`src/rtl/wiper_pkg.sv`:
```
package wiper_pkg;
    localparam int CODE_W = 8;
    localparam int TAPS   = 1 << CODE_W;
    localparam int CNT_W  = $clog2(CODE_W + 1);
    localparam logic [CODE_W-1:0] RESET_CODE = CODE_W'(1 << (CODE_W - 1));
    localparam logic [CNT_W-1:0]  CNT_FULL   = CNT_W'(CODE_W);

    typedef struct packed {
        logic [CODE_W-1:0] shreg;
        logic [CNT_W-1:0]  cnt;
        logic              clk_prev;
        logic              sel_prev;
    } shift_st_t;

    typedef struct packed {
        logic [CODE_W-1:0] code;
        logic [TAPS-1:0]   tap;
        logic              upd;
    } wiper_st_t;
endpackage

```
`src/rtl/serial_sync.sv`:
```
module serial_sync #(
    parameter int               WIDTH   = 3,
    parameter int               STAGES  = 2,
    parameter logic [WIDTH-1:0] RST_VAL = '0
) (
    input  logic             clk,
    input  logic             rst_n,
    input  logic [WIDTH-1:0] async_i,
    output logic [WIDTH-1:0] sync_o
);
    logic [STAGES-1:0][WIDTH-1:0] pipe_d, pipe_q;

    always_comb begin
        pipe_d[0] = async_i;
        for (int s = 1; s < STAGES; s++) begin
            pipe_d[s] = pipe_q[s-1];
        end
    end

    always_ff @(posedge clk or negedge rst_n) begin
        if (!rst_n) begin
            for (int s = 0; s < STAGES; s++) pipe_q[s] <= RST_VAL;
        end else begin
            pipe_q <= pipe_d;
        end
    end

    assign sync_o = pipe_q[STAGES-1];
endmodule

```
`src/rtl/frame_shifter.sv`:
```
module frame_shifter
    import wiper_pkg::*;
(
    input  logic              clk,
    input  logic              rst_n,
    input  logic              sclk_s,
    input  logic              sel_s,
    input  logic              din_s,
    output logic              commit_o,
    output logic [CODE_W-1:0] word_o
);
    localparam shift_st_t RESET_ST = '{shreg: '0, cnt: '0, clk_prev: 1'b0, sel_prev: 1'b1};

    shift_st_t st_d, st_q;
    logic clk_rise, sel_fall, sel_rise;

    always_comb begin
        st_d     = st_q;
        clk_rise = sclk_s && !st_q.clk_prev;
        sel_fall = !sel_s && st_q.sel_prev;
        sel_rise = sel_s && !st_q.sel_prev;
        st_d.clk_prev = sclk_s;
        st_d.sel_prev = sel_s;
        // Start of frame: drop any partial word.
        if (sel_fall) begin
            st_d.shreg = '0;
            st_d.cnt   = '0;
        end
        // Sample only while selected; older bits fall off the top.
        if (!sel_s && clk_rise) begin
            st_d.shreg = {st_d.shreg[CODE_W-2:0], din_s};
            if (st_d.cnt != CNT_FULL) st_d.cnt = st_d.cnt + 1'b1;
        end
    end

    always_ff @(posedge clk or negedge rst_n) begin
        if (!rst_n) st_q <= RESET_ST;
        else        st_q <= st_d;
    end

    assign commit_o = sel_rise && (st_q.cnt == CNT_FULL);
    assign word_o   = st_q.shreg;
endmodule

```
`src/rtl/wiper_register.sv`:
```
module wiper_register
    import wiper_pkg::*;
(
    input  logic              clk,
    input  logic              rst_n,
    input  logic              commit_i,
    input  logic [CODE_W-1:0] word_i,
    output logic [CODE_W-1:0] code_o,
    output logic [TAPS-1:0]   tap_o,
    output logic              upd_o
);
    localparam wiper_st_t RESET_ST = '{code: RESET_CODE, tap: TAPS'(1) << RESET_CODE, upd: 1'b0};

    wiper_st_t       st_d, st_q;
    logic [TAPS-1:0] dec;

    for (genvar i = 0; i < TAPS; i++) begin : g_dec
        assign dec[i] = (word_i == CODE_W'(i));
    end

    always_comb begin
        st_d     = st_q;
        st_d.upd = 1'b0;
        if (commit_i) begin
            st_d.code = word_i;
            st_d.tap  = dec;
            st_d.upd  = 1'b1;
        end
    end

    always_ff @(posedge clk or negedge rst_n) begin
        if (!rst_n) st_q <= RESET_ST;
        else        st_q <= st_d;
    end

    assign code_o = st_q.code;
    assign tap_o  = st_q.tap;
    assign upd_o  = st_q.upd;
endmodule

```
`src/rtl/spi_wiper_reg.sv`:
```
module spi_wiper_reg
    import wiper_pkg::*;
#(
    parameter int SYNC_STAGES = 2
) (
    input  logic              clk,
    input  logic              rst_n,
    input  logic              ser_clk,
    input  logic              ser_sel_n,
    input  logic              ser_din,
    output logic [CODE_W-1:0] code_o,
    output logic [TAPS-1:0]   tap_sel_o,
    output logic              update_o
);
    localparam int PIN_CLK = 0;
    localparam int PIN_SEL = 1;
    localparam int PIN_DIN = 2;

    logic [2:0]        pins_sync;
    logic              sel_sync;
    logic              commit;
    logic [CODE_W-1:0] word;

    serial_sync #(
        .WIDTH  (3),
        .STAGES (SYNC_STAGES),
        .RST_VAL(3'b010)
    ) u_sync (
        .clk    (clk),
        .rst_n  (rst_n),
        .async_i({ser_din, ser_sel_n, ser_clk}),
        .sync_o (pins_sync)
    );

    assign sel_sync = pins_sync[PIN_SEL];

    frame_shifter u_shift (
        .clk     (clk),
        .rst_n   (rst_n),
        .sclk_s  (pins_sync[PIN_CLK]),
        .sel_s   (sel_sync),
        .din_s   (pins_sync[PIN_DIN]),
        .commit_o(commit),
        .word_o  (word)
    );

    wiper_register u_wiper (
        .clk     (clk),
        .rst_n   (rst_n),
        .commit_i(commit),
        .word_i  (word),
        .code_o  (code_o),
        .tap_o   (tap_sel_o),
        .upd_o   (update_o)
    );
endmodule

```
`config.mk`:
```
export PLATFORM = sky130hd
export DESIGN_NAME = spi_wiper_reg
export DESIGN_NICKNAME = d
export VERILOG_FILES = /design/src/rtl/wiper_pkg.sv /design/src/rtl/serial_sync.sv /design/src/rtl/frame_shifter.sv /design/src/rtl/wiper_register.sv /design/src/rtl/spi_wiper_reg.sv
export SDC_FILE = /design/constraint.sdc
export NUM_CORES = 1
export LEC_CHECK = 0
export BUFFER_PORTS_ARGS = -buffer_cell sky130_fd_sc_hd__buf_2
export CAP_MARGIN = 20
export CORE_ASPECT_RATIO = 1.4
export CORE_MARGIN = 2
export CORE_UTILIZATION = 30
export CTS_CLUSTER_SIZE = 30
export DETAILED_ROUTE_END_ITERATION = 10
export MAX_ROUTING_LAYER = met4
export SLEW_MARGIN = 20
export SYNTH_ARGS = -nofsm -noshare
export SYNTH_HDL_FRONTEND = slang
export SYNTH_SLANG_ARGS = --single-unit
```
`constraint.sdc`:
```
create_clock -name clk -period 2.2 [get_ports clk]
set_input_delay 0.44 -clock clk [delete_from_list [all_inputs] [get_ports clk]]
set_output_delay 0.44 -clock clk [all_outputs]
set_load 0.02 [all_outputs]
```
==> results of run 1 <==
==> power by group through the flow <==
stage	logic (µW)	clock network, µW	registers [µW]
2_1_floorplan	65.2	0	5360
3_3_place_gp	239	0	5370
3_5_place_dp	245	0	5370
4_1_cts	251	5290	5270
5_1_grt	275	5510	5270
6_report	242	5170	5270
==> Yosys cell counts (2+ instances only) <==
cell and count:
inv_1 3, a21oi_1 8, nand4b_1 8, mux2_2 63
buf_12 22, nand4bb_1 12, nand3_1 2, dfrtp_1 280
nand2_1 16, mux2_4 200, buf_6 5, dfstp_2 5
clkbuf_1 69, nor2_1 259, or4_1 2, buf_4 2
or4b_2 8, nand4_1 2
==> what timing repair did <==
item                                    CTS  global route
buffers inserted                          8             2
pin swaps                                 0             0
endpoints found under the setup margin  254           248
hold endpoints to repair                 45             0
cloned                                    8             9
resized for setup                        43            35
hold buffers                              4             0
==> cell families (layout without fill, tap and decap cells) <==
family / after synthesis / after routing / share of synthesized area, %
DFF: 285 / 285 / 54.27
xor gates and xnor gates: 1 / 1 / 0.06660
buffers and inverters: 102 / 430 / 6.012
muxes: 264 / 264 / 28.31
and+or+nand+nor: 316 / 316 / 10.74
AOI/OAI and AO/OA: 13 / 13 / 0.6088
==> critical path: cells and delay by family (launching register included) <==
family	cells	cell delay, ns
buffers and inverters	4	0.60
AND/OR/NAND/NOR	2	0.90
flip-flops	1	0.37
multiplexers	1	0.29
==> cell type report <==
cell class	count	share of cell area, %
Multi-Input combinational cell	594	31.53
Clock inverter	10	0.7718
Clock buffer	41	5.057
Sequential cell	285	41.93
Inverter	4	0.1838
Tap cell	552	4.057
Timing Repair Buffer	373	16.22
Timing Repair inverter	2	0.2426
==> layer usage <==
metal | global-route usage [%] | share of wire (%)
met5 | - | 0
met4 | 5.528 | 2.8
met3 | 2.959 | 4.7
met2 | 28.42 | 50
met1 | 20.79 | 43
==> state kept, by name, indices dropped and copies added, names as in the netlist <==
| name | flops |
|---|---|
| u_sync.pipe_d | 3 |
| u_wiper.upd_o | 1 |
| u_sync.sync_o | 3 |
| u_shift.word_o | 8 |
| u_wiper.tap_o | 256 |
| u_shift.st_q | 6 |
| u_wiper.code_o | 8 |
==> per-stage QoR <==
| stage | TNS [ns] | cell area (µm²) | utilization, % |
|---|---|---|---|
| after floorplan | -3.859 | 13160 | - |
| after global placement | -38.26 | 15170 | 35.08 |
| after detailed placement | -37.70 | 15170 | 35.08 |
| after CTS | -17.73 | 16670 | 38.56 |
| after global routing | -24.42 | 17020 | 39.37 |
| final | -13.43 | 17020 | 39.37 |
==> how the worst max path moves through the flow <==
| stage | endpoint | slack [ns] |
|---|---|---|
| after floorplan | u_wiper.tap_o[100] | -0.02 |
| after global placement | u_wiper.tap_o[249] | -0.21 |
| after detailed placement | u_wiper.tap_o[9] | -0.22 |
| after CTS | u_wiper.tap_o[164] | -0.14 |
| after global routing | u_wiper.tap_o[206] | -0.15 |
| final | u_wiper.tap_o[138] | -0.12 |
==> results.md, run 1 <==
* Status: complete, but fails checks
* Failing checks: setup timing
* Max-slew violations at 0
* Worst stage delay on the critical path at ~0.5 ns
* Worst-path cell chain: or3b_1, or4b_4, buf_12, inv_16, buf_16, clkbuf_16, mux2_4
* CTS tree: done
* Multi-input gate area at approximately 0.0054 mm²
* Share of layout cells above drive strength 1 at a little over half
* Routability congestion estimate at 0.7568
* Post-route antenna net violation count at 0
* # placed instances at around 1800
* Global-route wire length before repair at about 57000 µm
* Clock transition at path regs at 0.07 ns
* Root Buffer: clkbuf_16
* Area delta synth->final at 29.41%
* Critical path arrival at approximately 2.8 ns
* P_int at 8376 µW
* Combinational fraction of design power at between 2 and 2.5%
* Via Count at 8707
* Vias in the first global route at around 9100
* Leading area contributor after synthesis: dfrtp_1
* Final WL at between 30000 and 40000 µm
* CP max FO at 8
* Most frequent cells in the layout: 280 x dfrtp_1, 268 x buf_2, 259 x nor2_1
* Power per cell area at between 600 and 700 mW/mm²
* Fin. Hold Viols at 0
* R2R setup slack at -0.12 ns
* Post-route setup slack at -0.1204 ns
* Total Power Consumption at 10690 µW
* Synthesized net count at 986
* Yosys warnings at 0
* Top_reg_cell synth: dfrtp_1
* H-tree Lvls at 1
* Number of synthesized flops with an enable pin at 0
* Pre-CTS setup slack at -0.2236 ns
* Sink Count at 285
* I/O Pins at 270
* Worst Path Class, Setup: reg2reg
* Initial antenna violation count at 0
* Layout Skew at slightly below 0.01 ns
* Die area at roughly 0.046 mm²
* Fin nets at approximately 1300
* Hpwl dp at 24980 µm
* Register area at around 0.007 mm²
* Hold_sp: u_sync.pipe_d[5]
* Largest net degree at the start of global routing at between 60 and 70
* #FFs+latches synth at 285
* Die Y at 251.8 µm
* Ant. Diodes at 0
* R2R cell count at 7
* Filler cells at 4132
* Leakage at roughly 0.0086 µW
* Clk buf depth at 3
* Worst Hold Path EP: u_sync.sync_o[2]
* Worst r2r src: u_shift.st_q[3]
* Peak VDD IR at approximately 0.6 mV
* Initial Utilization at approximately 30%
* Sequential-to-total area share from yosys stat at between 50% and 60%
* Final worst path period share at 105.5%
* Worst Tran Pin Value at ~0.56 ns
* Synth async-reset ratio at 100.0%
* Area of the core at between 0.04 and 0.05 mm²
* RSZ-0062 raised after global routing: true
* Most common cell after layout, fill and taps aside: dfrtp_1
* Area contributors post-synth: dfrtp_1 53%, mux2_4 23%, nor2_1 7.4%
* Sw frac at between 20% and 30%
* Worst-skew pair later-pin latency at approximately 0.57 ns
* Post-synthesis cell area at 0.01315 mm²
* Drt via density at between 4 and 5
* # Max-Cap Violations at 0
* Number of I/O port buffers at roughly 270
* CP startpoint: u_shift.st_q[3]
* Post-DR wirelength/cell at roughly 21 µm
* Setup violators final at between 200 and 250
* Hold Slack at about 0.35 ns
* Worst Hold Class: reg2reg
* Worst path slowest cell: or4b_4
* Slew headroom at between 60 and 70%
* Chip width at around 180 µm
* Seq pwr share at between 40% and 50%
* Non-Filler Instances at 1861
* Synth cell types at 33
* Total CTS buffers at 29
* Worst r2r dst: u_wiper.tap_o[138]
* Max Freq at between 400 and 500 MHz
* First-pass DRT Iterations at 4
* Cells after synthesis at roughly 980
* Std-Cell Rows at 90
* Clock power frac at between 40% and 50%
* Iter 0 DRT Violations at 416
* Syn avg cell area at about 13 µm²
* Tot GR Track Use at between 15 and 20%
* Grt total ovfl at 0
* Share of the synthesized area in the top cell type at 53.27%
* Final Critical Period at about 2.3 ns
* Hold path depth at 0
* Crit path launch type: flop
* CP Capture Type: flop
* Switching power at around 2300 µW
* CP Data Required Time at around 2.7 ns
* DRC errors left at 0
(Power assumes the default switching activity.)
==> inputs of run 2 (changes only) <==
- GPL_TIMING_DRIVEN: default -> 0
==> run 2 against run 1 <==
Effect of this change: the run still ends with setup timing left; sequential power hardly changed; critical path depth is 1 lower; power is 5.6% higher; combinational power hardly changed; register-to-register slack better by 0.05 ns; clock power is 12% higher; wire length is 6.3% higher; sequential cell count stayed put; fmax is 2.4% higher; clock skew is 0.0049 ns higher; critical path type unchanged; critical endpoint is now u_wiper.tap_o[245]; largest cell class unchanged.
==> results.md, run 2 (synthesized netlist as in run 1, its figures left out) <==
* Clock transition at path regs at 0.07 ns (about the same)
* Largest net degree at the start of global routing at 93 (+45%)
* Post-route antenna net violation count at 0 (unchanged)
* Layout Skew at 0.01469 ns (+0.004909 ns)
* Peak VDD IR at 0.5368 mV (-12%)
* Total CTS buffers at 30 (+3.4%)
* # Max-Cap Violations at 0 (unchanged)
* Met3 usage at 3.147% (+0.19 points)
* CP Capture Type: flop
* Max Freq at 441.2 MHz (+2.4%)
* Max-slew violations at 0 (unchanged)
* Switching power at 2491 µW (+7.6%)
* Vias in the first global route at 9322 (+3.0%)
* Non-Filler Instances at 1887 (+1.4%)
* Final Critical Period at 2.267 ns (-0.05377 ns)
* Tot GR Track Use at 17.95% (+1.0 points)
* Crit path launch type: flop
* Most frequent cells in the layout: 280 x dfrtp_1, 268 x buf_2, 258 x nor2_1
* Share of layout cells above drive strength 1 at 53.11% (-0.37 points)
* Post-DR wirelength/cell at 22.00 µm (+4.8%)
* Clock power frac at 51.2% (+2.8 points)
* Area of the core at 0.04324 mm² (unchanged)
* Status: complete, but fails checks
* CP Data Required Time at 2.65 ns (about the same)
* RSZ-0062 raised after global routing: true
* DRC errors left at 0 (unchanged)
* Routability congestion estimate at 0.7995 (+5.6%)
* Routing usage on met2 at 30.67% (+2.3 points)
* # placed instances at 1805 (+1.3%)
* Combinational fraction of design power at 2.1% (-0.2 points)
* I/O Pins at 270 (unchanged)
* Fin. Hold Viols at 0 (unchanged)
* Final instance area at 0.01730 mm² (+1.6%)
* Ant. Diodes at 0 (unchanged)
* Hold Slack at 0.3487 ns (+0.0006110 ns)
* Sw frac at 22.07% (+0.41 points)
* Chip width at 181.0 µm (unchanged)
* Dpl cell area at 0.01529 mm² (+0.80%)
* Pre-CTS setup slack at -0.7558 ns (-0.5322 ns)
* Global-route wire length before repair at 60400 µm (+5.4%)
* P_int at 8797 µW (+5.0%)
* Seq pwr share at 46.7% (-2.6 points)
* Critical path arrival at 2.71 ns (-0.06 ns)
* Post-route setup slack at -0.06661 ns (+0.05377 ns)
* Die Y at 251.8 µm (unchanged)
* CTS tree: done
* Worst Hold Class: reg2reg
* CP max FO at 8 (unchanged)
* Area delta synth->final at 31.52%
* Worst Tran Pin Value at 0.9334 ns (+0.3694 ns)
* Iter 0 DRT Violations at 376 (-9.6%)
* Slew headroom at 37.64% (-25 points)
* Met1 GRT Util at 21.38% (+0.59 points)
* Drt via density at 4.667 (-0.25%)
* Worst-skew pair later-pin latency at 0.58 ns (about the same)
* Clk buf depth at 3 (unchanged)
* Filler cells at 4154 (+0.53%)
* Hpwl dp at 27790 µm (+11%)
* Failing checks: setup timing
* Sink Count at 285 (unchanged)
* Setup violators final at 236 (-3.7%)
* Root Buffer: clkbuf_16
* Fin nets at 1316 (+1.7%)
* Final worst path period share at 103.0% (-2.4 points)
* Std-Cell Rows at 90 (unchanged)
* Initial antenna violation count at 0 (unchanged)
* Worst Path Class, Setup: reg2reg
* Grt total ovfl at 0 (unchanged)
* H-tree Lvls at 1 (unchanged)
* Final WL at 41510 µm (+6.3%)
* Die area at 0.04556 mm² (unchanged)
* Via Count at 8807 (+1.1%)
* First-pass DRT Iterations at 4 (unchanged)
* Leakage at 0.008628 µW (+0.77%)
* Power per cell area at 652.5 mW/mm² (+3.9%)
* Number of I/O port buffers at 269 (unchanged)
* GRT Max-Usage Layer: met2
* Initial Utilization at 30.42% (unchanged)
* Max reg flops at 256 (unchanged)
* Setup TNS at -8.867 ns (+4.558 ns)
* Most common cell after layout, fill and taps aside: dfrtp_1
==> run 2: layer usage <==
metal  vias to the layer above  routed length [µm]
li1                       3944                   -
met1                      4527               17280
met2                       263               20840
met3                        73                1978
met4                         0                1411
met5                         -                   0
==> run 2: cell type report <==
cell class | count | area, µm² | area share, %
plain buffers | 83 | 820.8 | 4.744
clock buffers | 38 | 822.0 | 4.752
clock inverters | 18 | 290.3 | 1.678
inverters | 4 | 27.53 | 0.1591
multi-input cells | 594 | 5399 | 31.21
flip-flops and latches | 285 | 7138 | 41.26
well taps | 552 | 690.7 | 3.992
repair buffers | 313 | 2112 | 12.21
==> run 2: final timing paths <==
check / to / cells past startpoint / from / slack [ns]
worst max register to register: u_wiper.tap_o[245] / 6 / u_shift.st_q[3] / -0.07
min in group asynchronous: u_wiper.tap_o[161] / 2 / rst_n / 0.40
max in group asynchronous: u_wiper.tap_o[89] / 4 / rst_n / 0.69
worst min register to register: u_sync.sync_o[2] / 0 / u_sync.pipe_d[5] / 0.35
worst min-delay path: u_sync.sync_o[2] / 0 / u_sync.pipe_d[5] / 0.35
worst max-delay path: u_wiper.tap_o[245] / 6 / u_shift.st_q[3] / -0.07
==> run 2: worst max-delay path, stage by stage, from the launching register on <==
cell and delay, ns:
dfrtp_1 0.38, or3b_4 0.41, or4b_4 0.55, clkinv_8 0.14, buf_16 0.18, clkbuf_16 0.18, mux2_4 0.30
==> run 2: timing repair <==
item                                    in CTS  in global routing
setup buffers                                9                  9
endpoints found under the setup margin     256                256
gates cloned                                 4                 15
resized for setup                           74                 28
hold buffers                                 4                  0
endpoints found under the hold margin       54                  0
pin swaps                                    6                  4
==> run 2: metrics by stage <==
stage / util [%] / power, µW
after floorplan: - / 5429
after global placement: 35.15 / 5581
after detailed placement: 35.36 / 5604
after CTS: 38.91 / 11420
after global routing: 40.01 / 11640
final: 40.01 / 11290
==> run 2: power by group through the flow <==
stage                     Sequential [µW]  Combinational (µW)  Clock (µW)
after detailed placement             5370                 239           0
final                                5270                 240        5780
after global placement               5370                 214           0
after global routing                 5270                 272        6100
after CTS                            5260                 256        5900
after floorplan                      5360                65.2           0
